$ cat src/rtl/sbcd_pkg.sv
package sbcd_pkg;

  localparam int unsigned REG_W     = 8;
  localparam int unsigned VALID_POS = 1;   // address 0
  localparam int unsigned ORIGIN_POS = 1;  // address 1
  localparam int unsigned REQ_POS   = 6;   // address 2
  localparam int unsigned EN_POS    = 6;   // address 3

  typedef enum logic [1:0] {
    A_SRCSET = 2'd0,
    A_ORIGIN = 2'd1,
    A_REQ    = 2'd2,
    A_EN     = 2'd3
  } reg_addr_e;

  typedef struct packed {
    logic tx;
    logic rx;
    logic sck;
    logic fa;
  } line_t;

  // number of compared shift-clock edges per frame
  function automatic int unsigned frame_window(logic uart, int unsigned data_bits);
    return uart ? data_bits + 2 : data_bits;
  endfunction

  // a register word holding one bit at a given position
  function automatic logic [REG_W-1:0] place_bit(logic v, int unsigned pos);
    logic [REG_W-1:0] r;
    r = '0;
    r[pos] = v;
    return r;
  endfunction

endpackage

$ cat src/rtl/sbcd_sync.sv
module sbcd_sync #(
  parameter int unsigned W      = 4,
  parameter int unsigned STAGES = 2
) (
  input  logic         clk,
  input  logic         rst_n,
  input  logic [W-1:0] d,
  output logic [W-1:0] q
);
  logic [W-1:0] stg [STAGES];

  genvar g;
  generate
    for (g = 0; g < STAGES; g++) begin : g_stage
      if (g == 0) begin : g_first
        always_ff @(posedge clk or negedge rst_n) begin
          if (!rst_n) stg[0] <= '0;
          else        stg[0] <= d;
        end
      end else begin : g_next
        always_ff @(posedge clk or negedge rst_n) begin
          if (!rst_n) stg[g] <= '0;
          else        stg[g] <= stg[g-1];
        end
      end
    end
  endgenerate

  assign q = stg[STAGES-1];
endmodule

$ cat src/rtl/sbcd_window.sv
module sbcd_window
  import sbcd_pkg::*;
#(
  parameter int unsigned DATA_BITS = 8
) (
  input  logic  clk,
  input  logic  rst_n,
  input  logic  uart_mode,
  input  logic  valid,
  input  line_t ln,
  output logic  sck_rise,
  output logic  in_window,
  output logic  collide
);
  localparam int unsigned MAX_WIN = DATA_BITS + 2;
  localparam int unsigned CNT_W   = $clog2(MAX_WIN + 1) + 1;

  logic             sck_q;
  logic [CNT_W-1:0] edge_cnt;
  logic [CNT_W-1:0] win_len;

  assign win_len   = CNT_W'(frame_window(uart_mode, DATA_BITS));
  assign sck_rise  = ln.sck & ~sck_q;
  assign in_window = ln.fa & (edge_cnt < win_len);
  assign collide   = valid & sck_rise & in_window & (ln.tx ^ ln.rx);

  always_ff @(posedge clk or negedge rst_n) begin
    if (!rst_n) begin
      sck_q    <= 1'b0;
      edge_cnt <= '0;
    end else begin
      sck_q <= ln.sck;
      if (!ln.fa)
        edge_cnt <= '0;
      else if (sck_rise && edge_cnt != {CNT_W{1'b1}})
        edge_cnt <= edge_cnt + 1'b1;
    end
  end
endmodule

$ cat src/rtl/sbcd_irq_regs.sv
module sbcd_irq_regs
  import sbcd_pkg::*;
(
  input  logic             clk,
  input  logic             rst_n,
  input  logic             wr_en,
  input  logic [1:0]       addr,
  input  logic [REG_W-1:0] wdata,
  input  logic             coll_evt,
  input  logic             keyon_evt,
  output logic [REG_W-1:0] rdata,
  output logic             valid,
  output logic             req,
  output logic             en,
  output logic             origin,
  output logic             irq
);
  logic any_evt;
  logic clr_req;

  assign any_evt = coll_evt | keyon_evt;
  assign clr_req = wr_en && (addr == A_REQ) && !wdata[REQ_POS];
  assign irq     = req & en;

  always_ff @(posedge clk or negedge rst_n) begin
    if (!rst_n) begin
      valid  <= 1'b0;
      en     <= 1'b0;
      req    <= 1'b0;
      origin <= 1'b0;
    end else begin
      if (wr_en && addr == A_SRCSET) valid <= wdata[VALID_POS];
      if (wr_en && addr == A_EN)     en    <= wdata[EN_POS];
      if (any_evt)      req <= 1'b1;
      else if (clr_req) req <= 1'b0;
      if (!req && any_evt) origin <= coll_evt;
    end
  end

  always_comb begin
    case (addr)
      A_SRCSET: rdata = place_bit(valid,  VALID_POS);
      A_ORIGIN: rdata = place_bit(origin, ORIGIN_POS);
      A_REQ:    rdata = place_bit(req,    REQ_POS);
      default:  rdata = place_bit(en,     EN_POS);
    endcase
  end
endmodule

$ cat src/rtl/sbus_collide_det.sv
module sbus_collide_det
  import sbcd_pkg::*;
#(
  parameter int unsigned DATA_BITS   = 8,
  parameter int unsigned SYNC_STAGES = 2
) (
  input  logic       clk,
  input  logic       rst_n,
  input  logic       txd_i,
  input  logic       rxd_i,
  input  logic       int_sck_i,
  input  logic       ext_sck_i,
  input  logic       sck_ext_sel_i,
  input  logic       uart_mode_i,
  input  logic       frame_active_i,
  input  logic       keyon_i,
  input  logic       reg_wr_i,
  input  logic [1:0] reg_addr_i,
  input  logic [7:0] reg_wdata_i,
  output logic [7:0] reg_rdata_o,
  output logic       irq_o
);
  localparam int unsigned LINE_W = $bits(line_t);

  line_t line_raw;
  line_t line_s;
  logic  sck_sel;
  logic  sck_rise;
  logic  in_window;
  logic  coll_evt;
  logic  valid_bit;
  logic  req_bit;
  logic  en_bit;
  logic  origin_bit;

  assign sck_sel  = sck_ext_sel_i ? ext_sck_i : int_sck_i;
  assign line_raw = '{tx: txd_i, rx: rxd_i, sck: sck_sel, fa: frame_active_i};

  sbcd_sync #(.W(LINE_W), .STAGES(SYNC_STAGES)) u_sync (
    .clk   (clk),
    .rst_n (rst_n),
    .d     (line_raw),
    .q     (line_s)
  );

  sbcd_window #(.DATA_BITS(DATA_BITS)) u_win (
    .clk       (clk),
    .rst_n     (rst_n),
    .uart_mode (uart_mode_i),
    .valid     (valid_bit),
    .ln        (line_s),
    .sck_rise  (sck_rise),
    .in_window (in_window),
    .collide   (coll_evt)
  );

  sbcd_irq_regs u_regs (
    .clk       (clk),
    .rst_n     (rst_n),
    .wr_en     (reg_wr_i),
    .addr      (reg_addr_i),
    .wdata     (reg_wdata_i),
    .coll_evt  (coll_evt),
    .keyon_evt (keyon_i),
    .rdata     (reg_rdata_o),
    .valid     (valid_bit),
    .req       (req_bit),
    .en        (en_bit),
    .origin    (origin_bit),
    .irq       (irq_o)
  );
endmodule

$ cat config.mk
export PLATFORM = sky130hd
export DESIGN_NAME = sbus_collide_det
export DESIGN_NICKNAME = d
export VERILOG_FILES = /design/src/rtl/sbcd_pkg.sv /design/src/rtl/sbcd_sync.sv /design/src/rtl/sbcd_window.sv /design/src/rtl/sbcd_irq_regs.sv /design/src/rtl/sbus_collide_det.sv
export SDC_FILE = /design/constraint.sdc
export NUM_CORES = 1
export LEC_CHECK = 0
export BUFFER_PORTS_ARGS = -buffer_cell sky130_fd_sc_hd__buf_2
export CAP_MARGIN = 20
export CORE_MARGIN = 1
export CORE_UTILIZATION = 46
export CTS_BUF_LIST = sky130_fd_sc_hd__clkbuf_16
export CTS_CLUSTER_SIZE = 24
export DETAILED_ROUTE_END_ITERATION = 6
export PLACE_DENSITY = 0.76
export SYNTH_ARGS = -nofsm -noshare
export SYNTH_HDL_FRONTEND = slang
export SYNTH_SLANG_ARGS = --single-unit
$ cat constraint.sdc
create_clock -name clk -period 2.5 [get_ports clk]
set_input_delay 0.125 -clock clk [delete_from_list [all_inputs] [get_ports clk]]
set_output_delay 0.125 -clock clk [all_outputs]
set_load 0.03 [all_outputs]
==> After elaboration in Yosys (flattened, before gate mapping) <==
Cells that the tools add are included.
{ "word_totals": {"regBits": 18, "input_bits": 21, "out_inout_bits": 9, "wordCells": 41} }
{ "classes": {"addsub": 1, "order_cmp": 1, "n_eq_ne": 5, "n_mux": 7, "n_bitwise": 9, "reduce_logical": 10} }
{ "ops": {"columns": ["cell", "count"], "rows": [
  ["7-bit case mux with 3 select lines", 1],
  ["5-bit 2-to-1 mux", 2],
  ["1-bit AND", 6],
  ["1-bit logical AND", 6],
  ["5-bit by 1-bit adder with 5-bit output (second input constant)", 1],
  ["5-bit < comparator", 1],
  ["5-bit inequality test (second input constant)", 1],
  ["2-bit == test (second input constant)", 2],
  ["1-bit 2-to-1 mux", 3],
  ["2-bit by 1-bit == test with 1-bit output (second input constant)", 1],
  ["1-bit logical NOT", 2],
  ["2-bit logical NOT", 1],
  ["2-bit 2-to-1 mux", 1],
  ["2-bit by 1-bit inequality test with 1-bit output (second input constant)", 1],
  ["2-bit nonzero test", 1],
  ["1-bit inverter", 1],
  ["1-bit bitwise OR", 1],
  ["1-bit XOR", 1]
]} }

==> Longest topological paths before layout <==
Gate-level depths: netlist of the first run.
{ "depth": {"word_depth": 7, "mapped_depth": 6, "ltp_nobuf": 6} }

==> Hierarchy <==
A second synthesis of the first run with hierarchy kept.
{ "unflattened": {"cells_unflattened": 69, "area_unflattened_um2": 844.6} }
{ "by_module_without_submodules": {"columns": ["mod", "instances", "cells_per_inst", "area_per_inst_um2", "seq_area_each_um2"], "rows": [
  ["sbcd_window", 1, 30, 339.1, 150.1],
  ["sbcd_irq_regs", 1, 26, 260.2, 100.1],
  ["sbcd_sync", 1, 12, 230.2, 200.2],
  ["sbus_collide_det", 1, 1, 15.0, 0.0]
]} }

==> Worst setup path before layout of the first run <==
No wires, ideal clock.
{ "synth_timing": {"kind": "reg2reg", "startpoint": "reg u_win.edge_cnt[0]", "endpoint": "reg u_win.edge_cnt[3]", "setup_time_ps": 77, "t_arrival_ps": 1822, "required_time_ps": 2423, "path_slack_ps": 600, "stages_incl_launch_ff": 7, "path_buffers": 0, "period_less_slack_ps": 1900, "cell_sequence": "dfrtp_1 ha_1 and3_1 ha_1 or3b_4 or3_1 a21oi_1"} }
{ "synth_via": {"elab_chain_cells": 3, "elab_cells_between_ends": 6, "classes_between": "add/sub: 1; eq/ne: 2; mux: 2; reduce/logical: 1"} }
{ "synth_lines": {"columns": ["element", "line_no", "text"], "rows": [
  ["start: declaration", "sbcd_window.sv:19", "logic [CNT_W-1:0] edge_cnt;"],
  ["start signal: assignment", "sbcd_window.sv:36", "edge_cnt <= edge_cnt + 1'b1;"],
  ["5-bit by 1-bit adder with 5-bit output or 5-bit inequality test (tied branches)", "sbcd_window.sv:36, sbcd_window.sv:35", null],
  ["5-bit 2-to-1 mux or 1-bit logical AND (tied branches)", "sbcd_window.sv:35", "else if (sck_rise && edge_cnt != {CNT_W{1'b1}})"],
  ["5-bit 2-to-1 mux or 2-bit by 1-bit inequality test with 1-bit output (tied branches)", null, null]
]} }
Parallel ways exist; a longest one is shown, timed or not. The select of a mux whose other input is x is not followed.
A chain may end at the register's enable or synchronous reset.

==> Worst setup path after layout of the first run <==
Ends and elaborated chain as after synthesis.

==> flow_summary.ini, run 1 <==
[sta]
slew_violations = 0
hold_viol = 0
setup_slack_ps = 475
rsz0062_at_grt = false
setup_tns_ps = 0
skew_ps = 1.49
fin_crit_ps = 2020
fmax_mhz = 494
finalSetupViolCount = 0
fin_crit_sh_pct = 81.0

[global_routing]
grt_pass1_wl_mm = 2.11
antenna_found_initial = 0
grt_max_degree = 19
grtUsageTotal_pct = 15.9
grt_pass1_vias = 544
grt_overflow_total = 0

[clocking]
clock_latency_ps = 250
path_clk_slew_ps = 50
cts_root_buffer = clkbuf_16
cts_resized = 0
cts_tree = yes
clock_sinks = 18
cts_buffer_depth = 2
cts_buffers = 3
h-tree-depth = 1

[placed_design]
dpl_worst_slack_ps = 513
place.gp.congestion = 0.705
io_buffer_count = 17
dpl.hpwl_um = 843

[power]
power_per_cell_area_mw_per_mm2 = 746
p_leak_nw = 0.475
ir_drop_v = 0.000526

[synthesis]
yosysSeqAreaShare_pct = 56.7
synth_mux_area_share_pct = 6.77
synth_xor_area_share_pct = 3.31
synth_top_family_by_area = simple AND/OR/NAND/NOR gates
yosys_warnings = 0
syn_avg_cell_area_sq_um = 11.7
synth-compound-area-share_pct = 6.93
synth-simple-area-share_pct = 16.1
synth_cell_type_count = 24
synthAdderAreaFrac_pct = 3.15
syn_inst = 68
ys_ff_latch = 18
synth.cell_area_sq_um = 795

[status]
status = finished with violations
violations = design-rule violations

[min_path]
hold_depth = 3
hold_class = input pin to flip-flop

[detailed_routing]
wire_per_inst_um = 11.4
postRouteAntennaNets = 0
drt_pre_antenna_iters = 6
drc = 6
via_per_inst = 5.25
wirelength_mm = 1.23
drt_iter0_drc = 14
via_count = 567

[floorplanning]
start_util_pct = 51.0
die_x_um = 43.6
ioPinCount = 30
fp.dieH_um = 43.6
dieArea_sq_mm = 0.00190
coreArea_sq_mm = 0.00156
rows = 14

[final_layout]
fin_nets = 116
area_growth_syn_to_layout_pct = 24.9
drive_gt1_share_pct = 28.3
mostFrequentLayoutCell = dfrtp_1
n_fill_cell = 129
layout_common_cells = dfrtp_1 (18), buf_2 (17), nand2_1 (6), conb_1 (6), nor2_1 (5)
n_antenna_cell = 0

[worst_setup_path]
crit_chain = ha_1 -> and3_1 -> ha_1 -> or3b_4 -> or3_1 -> a21oi_1
critPathLaunchType = flip-flop
critPathKind = flip-flop to flip-flop
cp_max_fo = 4
r2r_cells = 6
cp-end-kind = flip-flop
critPathMostFrequentCell = ha_1
crit_arrival_ps = 2200
max_stage_delay_ps = 430
cp.required_ps = 2670
cpMaxStageDelayCell = or3b_4

[flow_run]
maxCapViolCount = 0
-- sequential cells by signal, indices dropped and copies added, names as in the netlist --
register / cells
u_regs.en: 1
u_regs.origin: 1
u_regs.req: 1
u_regs.valid: 1
u_sync.q: 4
u_sync.stg: 4
u_win.edge_cnt: 5
u_win.sck_q: 1
-- where the power goes --
part	internal (mW)	leakage [nW]	switching, mW
Combinational	0.0411	0.217	0.0559
Clock	0.212	0.0385	0.101
Sequential	0.314	0.219	0.0146
-- cell type report --
type / instances / area [sq um] / share of cell area, %
clock buffers: 3 / 75.1 / 7.57
clock inverters: 1 / 3.75 / 0.378
inverters: 2 / 7.51 / 0.757
multi-input cells: 47 / 310 / 31.3
flip-flops and latches: 18 / 450 / 45.4
well taps: 16 / 20.0 / 2.02
repair buffers: 21 / 125 / 12.6
-- metrics by stage --
stage / hold WS, ps / std cells / utilization (%) / total power, mW / instance area, sq um
6_report: 97.3 / 108 / 63.6 / 0.740 / 992
3_3_place_gp: 64.7 / 100 / 56.0 / 0.423 / 873
3_5_place_dp: 72.6 / 100 / 56.0 / 0.426 / 873
5_1_grt: 110 / 108 / 63.6 / 0.775 / 992
4_1_cts: 96.7 / 108 / 63.6 / 0.747 / 992
2_1_floorplan: -171 / 73 / - / 0.400 / 813
-- per-layer routing --
metal	part of all wire, %	vias up	track usage (%)
met5	0	-	0
li1	-	271	-
met4	1.9	0	7.50
met1	38	271	15.9
met2	55	21	28.7
met3	5.5	4	6.25
-- critical path: cells and delay by family, from the launching register on --
kind / cells / cell delay (ps)
simple gates: 3 / 970
fa+ha+maj: 2 / 430
flops: 1 / 410
compound gates: 1 / 140
-- path summary, 6_finish.rpt --
path                                   start                 to  slack, ps
max in group asynchronous              rst_n      u_regs.origin       1890
setup / recovery           u_win.edge_cnt[0]  u_win.edge_cnt[3]        480
min in group asynchronous              rst_n  u_win.edge_cnt[3]        330
hold / removal                       keyon_i         u_regs.req        100
hold reg to reg                u_sync.stg[4]        u_sync.q[0]        350
setup reg to reg           u_win.edge_cnt[0]  u_win.edge_cnt[3]        480
-- synth_stat cells (all sizes together) --
master,instances,share of area (%)
conb,1,0.47
nor2,5,2.4
o31ai,2,1.9
nor2b,1,0.79
inv,2,0.95
xnor2,3,3.3
a21boi,1,0.95
nor3b,1,1.6
and3,1,0.79
o211ai,1,0.95
nand2,6,2.8
or3b,1,1.4
buf,6,5.7
or3,2,1.6
nand3,2,1.3
a21oi,3,1.9
and4bb,1,1.6
dfrtp,18,57
mux2,3,4.3
o21ai,2,1.3
and2,1,0.79
ha,2,3.1
mux2i,2,2.5
nand4b,1,1.1
-- what timing repair did --
action / in CTS / in global routing
endpoints found under the hold margin: 21 / 0
setup buffers: 0 / 0
hold buffers: 4 / 0
-- cells by family after synthesis --
logic type / count (synthesis)
AND/OR/NAND/NOR: 22
flip-flops: 18
AO/OA/AOI/OAI: 9
buffers and inverters: 8
multiplexers: 5
XOR/XNOR: 3
adder cells (fa/ha/maj): 2
other: 1
Note: power is estimated with default switching activity, not from simulation.
==> run 2, diff against run 1 <==
--- a/config.mk
+++ b/config.mk
@@ -5,6 +5,7 @@
 export SDC_FILE = /design/constraint.sdc
 export NUM_CORES = 1
 export LEC_CHECK = 0
+export ABC_AREA = 1
 export BUFFER_PORTS_ARGS = -buffer_cell sky130_fd_sc_hd__buf_2
 export CAP_MARGIN = 20
 export CORE_MARGIN = 1
@@ -12,7 +13,7 @@
 export CTS_BUF_LIST = sky130_fd_sc_hd__clkbuf_16
 export CTS_CLUSTER_SIZE = 24
 export DETAILED_ROUTE_END_ITERATION = 6
-export PLACE_DENSITY = 0.76
+export PLACE_DENSITY = 0.75
 export SYNTH_ARGS = -nofsm -noshare
 export SYNTH_HDL_FRONTEND = slang
 export SYNTH_SLANG_ARGS = --single-unit
==> constraint.sdc (replaced) <==
create_clock -name clk -period 2 [get_ports clk]
set_input_delay 0.1 -clock clk [delete_from_list [all_inputs] [get_ports clk]]
set_output_delay 0.1 -clock clk [all_outputs]
set_load 0.03 [all_outputs]
==> run 2 against run 1 <==
Net effect:
- the flow still finishes with violations (design-rule violations)
- largest power group unchanged
- fmax rose by 44%
- hold slack got worse by 43 ps
- combinational power rose by 10%
- area after synthesis rose by 1.3%
==> flow_summary.ini, run 2 <==
[status]
status = finished with violations
violations = design-rule violations

[worst_setup_path]
startpoint = u_win.edge_cnt[0]
cp-end-kind = flip-flop
critPathKind = flip-flop to flip-flop
cp.required_ps = 2140
cp.buffers_inverters = 1
cpMaxStageDelayCell = dfrtp_1
cp_max_fo = 4
crit_arrival_ps = 1550
r2r-start = u_win.edge_cnt[0]
cp_top_family = simple AND/OR/NAND/NOR gates
critPathLaunchType = flip-flop
max_stage_delay_ps = 390
crit_chain = ha_1 -> nand2_1 -> nor2_1 -> ha_1 -> inv_1 -> nand2_2 -> nor2_2 -> nand2_1 -> nand2_1 -> nor2_1
critPathMostFrequentCell = nand2_1

[clocking]
clock_sinks = 18
h-tree-depth = 1
cts_resized = 0
path_clk_slew_ps = 50
cts_root_buffer = clkbuf_16
cts_tree = yes
clock_latency_ps = 250
cts_buffers = 3
cts_buffer_depth = 2

[final_layout]
layout_common_cells = dfrtp_1 (18), buf_2 (17), nand2_1 (16)
fin_nets = 138
utilization_pct = 63.6
n_fill_cell = 129
n_antenna_cell = 0
largest_register_ffs = 5
mostFrequentLayoutCell = dfrtp_1
regMostFlops = u_win.edge_cnt
area_growth_syn_to_layout_pct = 24.6
ff_latch_area_sq_um = 450
multi_input_area_sq_um = 272
drive_gt1_share_pct = 21.9

[global_routing]
grt_pass1_wl_mm = 2.38
grt_overflow_total = 0
grt_max_degree = 19
grt_pass1_vias = 620
grtUsageTotal_pct = 17.5
antenna_found_initial = 0

[detailed_routing]
wire_per_inst_um = 10.9
wirelength_mm = 1.42
drt_pre_antenna_iters = 6
via_count = 643
postRouteAntennaNets = 0
via_per_inst = 4.95
drc = 4
drt_iter0_drc = 11

[synthesis]
synth_flop_cell = dfrtp_1
synth_most_common_cell = dfrtp_1
synth_top_area_share_pct = 56.0
syn_avg_cell_area_sq_um = 8.94
syn_inst = 90
synth.area.top_cells = dfrtp_1 (56%), nand2_1 (7.5%), inv_1 (6.5%)
netlist_top_cells_count = dfrtp_1 (18), nand2_1 (16), inv_1 (14)
synth.cell_area_sq_um = 805
yosysSeqAreaShare_pct = 56.0
yosys_warnings = 0
synth-async-reset-ratio_pct = 100
synth_cell_type_count = 16
yosysTopAreaCell = dfrtp_1
synth_edf_count = 0
ys_ff_latch = 18

[sta]
setup_slack_ps = 593
skew_ps = 2.06
fin_crit_sh_pct = 70.3
hold_viol = 0
rsz0062_at_grt = false
fmax_mhz = 711
setup_tns_ps = 0
finalSetupViolCount = 0
slew_violations = 0
fin_crit_ps = 1410

[placed_design]
dpl.hpwl_um = 992
io_buffer_count = 17
place.gp.congestion = 0.788
dpl_worst_slack_ps = 576

[floorplanning]
dieArea_sq_mm = 0.00192
fp.dieH_um = 43.8
coreArea_sq_mm = 0.00158
ioPinCount = 30
rows = 14
start_util_pct = 51.0
die_x_um = 43.8

[power]
p_leak_nw = 0.528
ir_drop_v = 0.000508
power_uw = 903
power_per_cell_area_mw_per_mm2 = 901

[min_path]
min_from = keyon_i
hold_class = input pin to flip-flop

[flow_run]
maxCapViolCount = 0
[run 2: cell types whose count changed in the layout (fill, tap and decap cells not counted), sizes merged, moves of 3 or more]
cell,previous run,this run
nand3,2,9
nor2,5,8
nand2,6,17
o21ai,2,7
inv,2,15
xnor2,3,0
[run 2: kinds of logic after synthesis]
kind of cell	after synthesis	share of synthesized area, %
buffers and inverters	21	12.6
AOI/OAI and AO/OA	12	7.46
other	1	0.466
adders and majority gates	2	3.11
and+or+nand+nor	35	19.0
DFF	18	56.0
muxes	1	1.40
[run 2: worst register-to-register path: stages (launching register included)]
cell and delay [ps]:
dfrtp_1 390, ha_1 220, nand2_1 80, nor2_1 50
ha_1 170, inv_1 60, nand2_2 80, nor2_2 100
nand2_1 50, nand2_1 50, nor2_1 40
[run 2: layer usage]
metal | vias to the layer above | track usage, % | share of wire, %
li1 | 320 | - | -
met1 | 292 | 18.8 | 41
met2 | 25 | 30.4 | 51
met3 | 6 | 3.75 | 5.3
met4 | 0 | 11.9 | 3.4
met5 | - | 0 | 0
[run 2: worst paths after layout]
path / end / slack [ps] / cells past startpoint
worst max-delay path: u_win.edge_cnt[3] / 590 / 10
worst min-delay path: u_regs.req / 50 / 3
worst max register to register: u_win.edge_cnt[3] / 590 / 10
worst min register to register: u_sync.q[3] / 340 / 0
max in group asynchronous: u_win.sck_q / 1410 / 2
min in group asynchronous: u_win.edge_cnt[0] / 310 / 2
[run 2: area by class of cell]
class / count / area share (%)
clock buffers: 3 / 7.49
clock inverters: 1 / 0.375
inverters: 15 / 5.62
multi-input cells: 56 / 27.1
flip-flops and latches: 18 / 44.9
well taps: 16 / 2.00
repair buffers: 21 / 12.5
[run 2: stage by stage]
step	hold slack, ps	instance area [sq um]	instances
floorplan	-196	823	95
global placement	39.6	883	122
detailed placement	47.0	883	122
CTS	51.6	1000	130
global route	85.4	1000	130
finish	53.9	1000	130
[run 2: power breakdown]
part | switching (mW) | total (mW) | internal, mW
Clock | 0.128 | 0.393 | 0.265
Combinational | 0.0705 | 0.107 | 0.0365
Sequential | 0.0147 | 0.403 | 0.388
[run 2: what timing repair did]
item,in CTS,in global routing
hold buffers,4,0
endpoints found under the hold margin,21,0
buffers inserted,0,0
